File: src/rtl/aligner_pkg.sv
`timescale 1ns/1ps
package aligner_pkg;
  // Rejects patterns whose nibbles are all-zero or all-one runs.
  function automatic bit nibbles_legal(logic [7:0] pat, int unsigned w);
    for (int unsigned i = 0; i < w / 4; i++) begin
      if (pat[4*i +: 4] == 4'h0 || pat[4*i +: 4] == 4'hF) return 1'b0;
    end
    return 1'b1;
  endfunction
endpackage

File: src/rtl/align_window.sv
`timescale 1ns/1ps
module align_window #(
  parameter int unsigned WIDTH = 8,
  localparam int unsigned OFFW = $clog2(WIDTH)
) (
  input  logic             clk_i,
  input  logic             rst_ni,
  input  logic             clear_i,
  input  logic [WIDTH-1:0] data_i,
  input  logic [OFFW-1:0]  off_i,
  output logic [WIDTH-1:0] cand_o
);
  logic [WIDTH-1:0]   prev_q;
  logic [WIDTH-1:0]   cand_q;
  logic [2*WIDTH-1:0] pair;
  logic [WIDTH-1:0]   win [WIDTH];

  assign pair = {prev_q, data_i};

  for (genvar g = 0; g < WIDTH; g++) begin : g_win
    assign win[g] = pair[g +: WIDTH];
  end

  always_ff @(posedge clk_i or negedge rst_ni) begin
    if (!rst_ni) begin
      prev_q <= '0;
      cand_q <= '0;
    end else if (clear_i) begin
      prev_q <= '0;
      cand_q <= '0;
    end else begin
      prev_q <= data_i;
      cand_q <= win[off_i];
    end
  end

  assign cand_o = cand_q;

  AST_WIN_CLEAR: assert property (@(posedge clk_i) disable iff (!rst_ni)
    clear_i |=> cand_o == '0);
  AST_WIN_ZERO_OFF: assert property (@(posedge clk_i) disable iff (!rst_ni)
    (!clear_i && off_i == '0) |=> cand_o == $past(data_i));
endmodule

File: src/rtl/align_ctrl.sv
`timescale 1ns/1ps
module align_ctrl #(
  parameter int unsigned WIDTH         = 8,
  parameter int unsigned LOCK_COUNT    = 4,
  parameter int unsigned SETTLE_CYCLES = 2,
  localparam int unsigned OFFW = $clog2(WIDTH),
  localparam int unsigned SETW = $clog2(SETTLE_CYCLES + 1),
  localparam int unsigned HITW = $clog2(LOCK_COUNT)
) (
  input  logic            clk_i,
  input  logic            rst_ni,
  input  logic            clear_i,
  input  logic            match_i,
  output logic [OFFW-1:0] off_o,
  output logic            sync_o,
  output logic            slip_o
);
  localparam logic [OFFW-1:0] OFF_MAX  = OFFW'(WIDTH - 1);
  localparam logic [SETW-1:0] SET_INIT = SETW'(SETTLE_CYCLES);
  localparam logic [HITW-1:0] HIT_LAST = HITW'(LOCK_COUNT - 1);

  logic [OFFW-1:0] off_q;
  logic [SETW-1:0] settle_q;
  logic [HITW-1:0] hits_q;
  logic            sync_q;
  logic            cmp_now;

  assign cmp_now = !clear_i && !sync_q && (settle_q == '0);
  assign slip_o  = cmp_now && !match_i;

  always_ff @(posedge clk_i or negedge rst_ni) begin
    if (!rst_ni) begin
      off_q    <= '0;
      settle_q <= SET_INIT;
      hits_q   <= '0;
      sync_q   <= 1'b0;
    end else if (clear_i) begin
      off_q    <= '0;
      settle_q <= SET_INIT;
      hits_q   <= '0;
      sync_q   <= 1'b0;
    end else if (!sync_q) begin
      if (settle_q != '0) begin
        settle_q <= settle_q - 1'b1;
      end else if (match_i) begin
        if (hits_q == HIT_LAST) sync_q <= 1'b1;
        else                    hits_q <= hits_q + 1'b1;
      end else begin
        hits_q   <= '0;
        off_q    <= (off_q == OFF_MAX) ? '0 : off_q + 1'b1;
        settle_q <= SET_INIT;
      end
    end
  end

  assign off_o  = off_q;
  assign sync_o = sync_q;

  AST_CLEAR_RESETS: assert property (@(posedge clk_i) disable iff (!rst_ni)
    clear_i |=> (off_o == '0 && !sync_o));
  AST_SETTLE_GAP: assert property (@(posedge clk_i) disable iff (!rst_ni)
    slip_o |=> !slip_o);
  AST_SLIP_STEP: assert property (@(posedge clk_i) disable iff (!rst_ni)
    (slip_o && $past(off_o) != OFF_MAX) |=> off_o != $past(off_o, 2));
  AST_LOCK_NEEDS_MATCH: assert property (@(posedge clk_i) disable iff (!rst_ni)
    $rose(sync_o) |-> $past(match_i));
  AST_SYNC_FROZEN: assert property (@(posedge clk_i) disable iff (!rst_ni)
    (sync_o && !clear_i) |=> (sync_o && $stable(off_o)));
endmodule

File: src/rtl/align_sweep.sv
`timescale 1ns/1ps
module align_sweep #(
  parameter int unsigned WIDTH = 8,
  localparam int unsigned CNTW = $clog2(WIDTH)
) (
  input  logic clk_i,
  input  logic rst_ni,
  input  logic clear_i,
  input  logic slip_i,
  output logic miss_o
);
  localparam logic [CNTW-1:0] CNT_LAST = CNTW'(WIDTH - 1);

  logic [CNTW-1:0] cnt_q;
  logic            miss_q;

  always_ff @(posedge clk_i or negedge rst_ni) begin
    if (!rst_ni) begin
      cnt_q  <= '0;
      miss_q <= 1'b0;
    end else if (clear_i) begin
      cnt_q  <= '0;
      miss_q <= 1'b0;
    end else if (slip_i) begin
      if (cnt_q == CNT_LAST) begin
        cnt_q  <= '0;
        miss_q <= 1'b1;
      end else begin
        cnt_q <= cnt_q + 1'b1;
      end
    end
  end

  assign miss_o = miss_q;

  AST_MISS_STICKY: assert property (@(posedge clk_i) disable iff (!rst_ni)
    (miss_o && !clear_i) |=> miss_o);
  AST_MISS_NEEDS_SLIP: assert property (@(posedge clk_i) disable iff (!rst_ni)
    $rose(miss_o) |-> $past(slip_i));
endmodule

File: src/rtl/bitslip_word_aligner.sv
`timescale 1ns/1ps
module bitslip_word_aligner #(
  parameter int unsigned      WIDTH         = 8,
  parameter logic [WIDTH-1:0] PATTERN       = 'h5A,
  parameter int unsigned      LOCK_COUNT    = 4,
  parameter int unsigned      SETTLE_CYCLES = 2,
  parameter bit               BYPASS        = 1'b0,
  localparam int unsigned     OFFW = $clog2(WIDTH)
) (
  input  logic             clk_i,
  input  logic             rst_ni,
  input  logic             start_ni,
  input  logic [WIDTH-1:0] data_i,
  output logic [WIDTH-1:0] data_o,
  output logic             sync_o,
  output logic             sweep_miss_o
);
  import aligner_pkg::*;

  localparam logic [7:0] PAT8 = 8'(PATTERN);

  if (WIDTH != 4 && WIDTH != 8) begin : g_bad_width
    $error("aligner width must be 4 or 8");
  end
  if (!nibbles_legal(PAT8, WIDTH)) begin : g_bad_pattern
    $error("training pattern has a 0x0 or 0xF nibble");
  end
  if (SETTLE_CYCLES < 2 || LOCK_COUNT < 2) begin : g_bad_timing
    $error("settle and lock counts must be at least 2");
  end

  logic             clear;
  logic [WIDTH-1:0] cand;
  logic [OFFW-1:0]  off;
  logic             match;
  logic             slip;
  logic             sync;

  assign clear = !start_ni;
  assign match = (cand == PATTERN);

  align_window #(.WIDTH(WIDTH)) u_window (
    .clk_i  (clk_i),
    .rst_ni (rst_ni),
    .clear_i(clear),
    .data_i (data_i),
    .off_i  (off),
    .cand_o (cand)
  );

  align_ctrl #(
    .WIDTH        (WIDTH),
    .LOCK_COUNT   (LOCK_COUNT),
    .SETTLE_CYCLES(SETTLE_CYCLES)
  ) u_ctrl (
    .clk_i  (clk_i),
    .rst_ni (rst_ni),
    .clear_i(clear),
    .match_i(match),
    .off_o  (off),
    .sync_o (sync),
    .slip_o (slip)
  );

  align_sweep #(.WIDTH(WIDTH)) u_sweep (
    .clk_i  (clk_i),
    .rst_ni (rst_ni),
    .clear_i(clear),
    .slip_i (slip),
    .miss_o (sweep_miss_o)
  );

  if (BYPASS) begin : g_bypass
    assign data_o = cand;
  end else begin : g_gated
    assign data_o = sync ? cand : '0;
  end
  assign sync_o = sync;

  AST_OUT_ALIGNED: assert property (@(posedge clk_i) disable iff (!rst_ni)
    $rose(sync_o) |-> data_o == PATTERN);
  AST_GATED_IDLE: assert property (@(posedge clk_i) disable iff (!rst_ni)
    (!BYPASS && $fell(sync_o)) |-> data_o == '0);
endmodule

File: config.mk
export PLATFORM = sky130hd
export DESIGN_NAME = bitslip_word_aligner
export DESIGN_NICKNAME = d
export VERILOG_FILES = /design/src/rtl/aligner_pkg.sv /design/src/rtl/align_window.sv /design/src/rtl/align_ctrl.sv /design/src/rtl/align_sweep.sv /design/src/rtl/bitslip_word_aligner.sv
export SDC_FILE = /design/constraint.sdc
export NUM_CORES = 1
export LEC_CHECK = 0
export ABC_AREA = 1
export BUFFER_PORTS_ARGS = -buffer_cell sky130_fd_sc_hd__buf_2
export CELL_PAD_IN_SITES_DETAIL_PLACEMENT = 1
export CELL_PAD_IN_SITES_GLOBAL_PLACEMENT = 2
export CORE_MARGIN = 1
export CORE_UTILIZATION = 35
export CTS_CLUSTER_DIAMETER = 200
export DETAILED_ROUTE_END_ITERATION = 12
export PLACE_DENSITY_LB_ADDON = 0.12
export REMOVE_ABC_BUFFERS = 1
export SYNTH_ARGS = -nofsm -noshare
export SYNTH_HDL_FRONTEND = slang
export SYNTH_HIERARCHICAL = 1
export SYNTH_SLANG_ARGS = --single-unit
export TNS_END_PERCENT = 10
File: constraint.sdc
create_clock -name clk_i -period 3.6 [get_ports clk_i]
set_input_delay 0.54 -clock clk_i [delete_from_list [all_inputs] [get_ports clk_i]]
set_output_delay 0.54 -clock clk_i [all_outputs]
set_load 0.01 [all_outputs]
==> impl_metrics.py <==
metrics = {
    "clocking": {
        "root_buffer": "clkbuf_8",
        "clock_sinks": 27,
        "clock_latency_ns": 0.27,
        "cts_tree": "yes",
        "clkTransAtPathRegs_ns": 0.10,
        "ctsHoldBuffers": 0,
        "cts.path.max_buffers": 2,
        "numCtsBuffers": 3,
        "cts_resized": 0,
        "htreeDepth": 1,
        "post_cts_buffers": 0,
    },
    "setup_path": {
        "r2r-end": "u_window/cand_o[6]",
        "critical_path_class": "reg2reg",
        "worstSetupEndpointType": "flop",
        "required_ns": 3.76,
        "r2r_setup_slack_ns": 1.83,
        "cp-start-kind": "flop",
        "worst_r2r_path_depth": 5,
        "r2r-start": "u_ctrl/off_o[0]",
        "worstPathArrival_ns": 1.93,
        "crit_fanout": 18,
    },
    "finish": {
        "antenna-diode-count": 0,
        "drive_above_1_share_pct": 17.81,
        "stdcell_count": 299,
        "nNetsFinal": 266,
        "fill_cells": 574,
        "area_growth_pct": 8.438,
    },
    "grt": {
        "grt_overflow": 0,
        "grt_pass1_wl_um": 6768,
        "grt_max_degree": 28,
        "grt_usage_pct": 16.61,
        "antenna_found_initial": 0,
        "grt_pass1_vias": 1540,
    },
    "pwr": {
        "p_leak_nw": 1.074,
        "p_clk_share_pct": 21.1,
        "net-switching-power_w": 0.0003092,
        "power.internal_w": 0.0005129,
        "combPwrFrac_pct": 30.3,
        "ir_drop_uv": 135.0,
        "p_per_area_nw_per_um2": 448.5,
        "power.share.sequential_pct": 48.6,
        "switching_share_pct": 37.61,
    },
    "floorplan": {
        "core.rowCount": 24,
        "die_x_um": 71.50,
        "ioPinCount": 21,
        "dieArea_sq_um": 5112,
        "start_util_pct": 37.53,
        "core_area_sq_um": 4504,
        "die_height_um": 71.50,
    },
    "sta": {
        "finalClockSkew_ns": 0.01221,
        "clock.fmax_ghz": 0.5648,
        "hold_viol": 0,
        "period_share_pct": 49.18,
        "period_needed_ns": 1.771,
        "slew_violations": 0,
        "hold_ws_ns": 0.2743,
        "tightest_slew_ns": 0.7218,
        "setup_tns_ns": 0,
        "max_slew_margin_pct": 51.88,
        "rsz0062_at_grt": "no",
        "setup_viol": 0,
    },
    "detailed_routing": {
        "vias_per_cell": 4.876,
        "drt-pass1-iter-count": 4,
        "drtIter0Drc": 48,
        "ant_nets": 0,
        "via_count": 1458,
        "drt-wirelength-per-cell_um": 12.58,
        "drc": 0,
        "wirelength_um": 3760,
    },
    "yosys": {
        "netlist.area_leader.share_pct": 38.49,
        "synthTopCellsByArea": "dfrtp_1 (38%), nand2_1 (14%), nand3_1 (13%)",
        "synth.avg_cell_area_sq_um": 7.318,
        "ys_types": 22,
        "syn_area_sq_um": 1690,
        "synth-seq-cells": 27,
        "synth_seq_area_share_pct": 40.04,
        "syn_inst": 231,
        "yosysTopAreaCell": "dfrtp_1",
        "yosys_warnings": 6,
    },
    "placed_design": {
        "portBuffers": 20,
        "dp_cells": 295,
        "dp_hpwl_um": 2788,
        "gp_congestion": 0.7359,
    },
    "status": {
        "outcome": "finished, final reports clean",
    },
    "worst_hold_path": {
        "hp-class": "in2async",
    },
    "flow_run": {
        "max_cap_violations": 0,
    },
}
[registers in the layout, indices dropped and copies added (netlist names)]
name,count
u_ctrl/sync_o,1
u_window/cand_o,8
u_sweep/cnt_q,3
u_ctrl/hits_q,2
u_window/prev_q,7
u_ctrl/off_o,3
u_ctrl/settle_q,2
u_sweep/miss_o,1
[worst max-delay path by stage]
stage	slack (ns)	depth (start not counted)	to	startpoint
3_5_place_dp	1.64	7	u_ctrl/hits_q[1]	start_ni
3_3_place_gp	1.71	7	u_ctrl/hits_q[0]	start_ni
2_1_floorplan	2.07	6	u_ctrl/settle_q[0]	start_ni
5_1_grt	1.63	5	u_window/cand_o[6]	u_ctrl/off_o[0]
4_1_cts	1.79	5	u_window/cand_o[6]	u_ctrl/off_o[0]
6_report	1.83	5	u_window/cand_o[6]	u_ctrl/off_o[0]
[layer usage]
layer	up-vias	track usage [%]	routed length, um
met3	2	2.250	137
met1	675	21.32	1910
met2	24	29.74	1692
met5	-	0	0
li1	757	-	-
met4	0	3.922	19
[metrics by stage]
stage          worst slack [ns]  area (sq um)   power, W  util (%)
4_1_cts                   1.794          1833  0.0008366     40.69
3_5_place_dp              1.644          1787  0.0006583     39.67
2_1_floorplan             2.067          1622  0.0005746         -
6_report                  1.829          1833  0.0008222     40.69
3_3_place_gp              1.712          1787  0.0006593     39.67
5_1_grt                   1.627          1833  0.0008974     40.69
[power by group through the flow]
stage | clock network, W | logic, W | registers, W
2_1_floorplan | 0 | 0.000185 | 0.000390
3_3_place_gp | 0 | 0.000251 | 0.000409
3_5_place_dp | 0 | 0.000249 | 0.000409
4_1_cts | 0.000183 | 0.000252 | 0.000402
5_1_grt | 0.000195 | 0.000293 | 0.000409
6_report | 0.000173 | 0.000249 | 0.000400
[area by class of cell]
type                            instances  area (sq um)  area share (%)
Clock inverter                          1         5.005          0.2730
Inverter                               32         120.1           6.553
Tap cell                               52         65.06           3.549
Sequential cell                        27         676.9           36.93
Timing Repair Buffer                   20         100.1           5.461
Multi-Input combinational cell        164         824.5           44.98
Clock buffer                            3         41.29           2.253
[worst max-delay path, stage by stage (launching register included)]
cell	delay, ns
dfrtp_1	0.82
inv_2	0.29
nand2_1	0.16
nand3_1	0.10
a21oi_1	0.20
nor2_1	0.07
[cells by family (layout without fill, tap and decap cells)]
group,Yosys count,count (layout),synth area share [%]
buf+inv,40,56,11.18
fa+ha+maj,7,7,5.181
flops,27,27,40.04
simple gates,147,147,40.64
compound gates,10,10,2.960
[cells in the mapped netlist, drive strengths merged]
library cell  instances
nand2                75
nand3                49
inv                  32
dfrtp                26
nor2                 20
a21oi                 9
ha                    7
buf                   6
clkbuf                2
dfstp                 1
nand3b                1
nor3                  1
nor3b                 1
o21ai                 1
[cell usage in the layout, fill, tap and decap left out]
cell and count:
nand3_1 44, nor2_1 19, nor3_1 1, dfstp_2 1, dfrtp_1 26, nand2_2 9
a21oi_1 9, inv_2 2, nand3b_1 1, clkbuf_8 3, nand3_2 5, nand2_4 2
clkinv_2 1, ha_1 7, nor2_2 1, buf_2 20, o21ai_0 1, inv_1 30
nand2_1 64, nor3b_1 1
No activity file was read; power rests on OpenSTA's default activity.
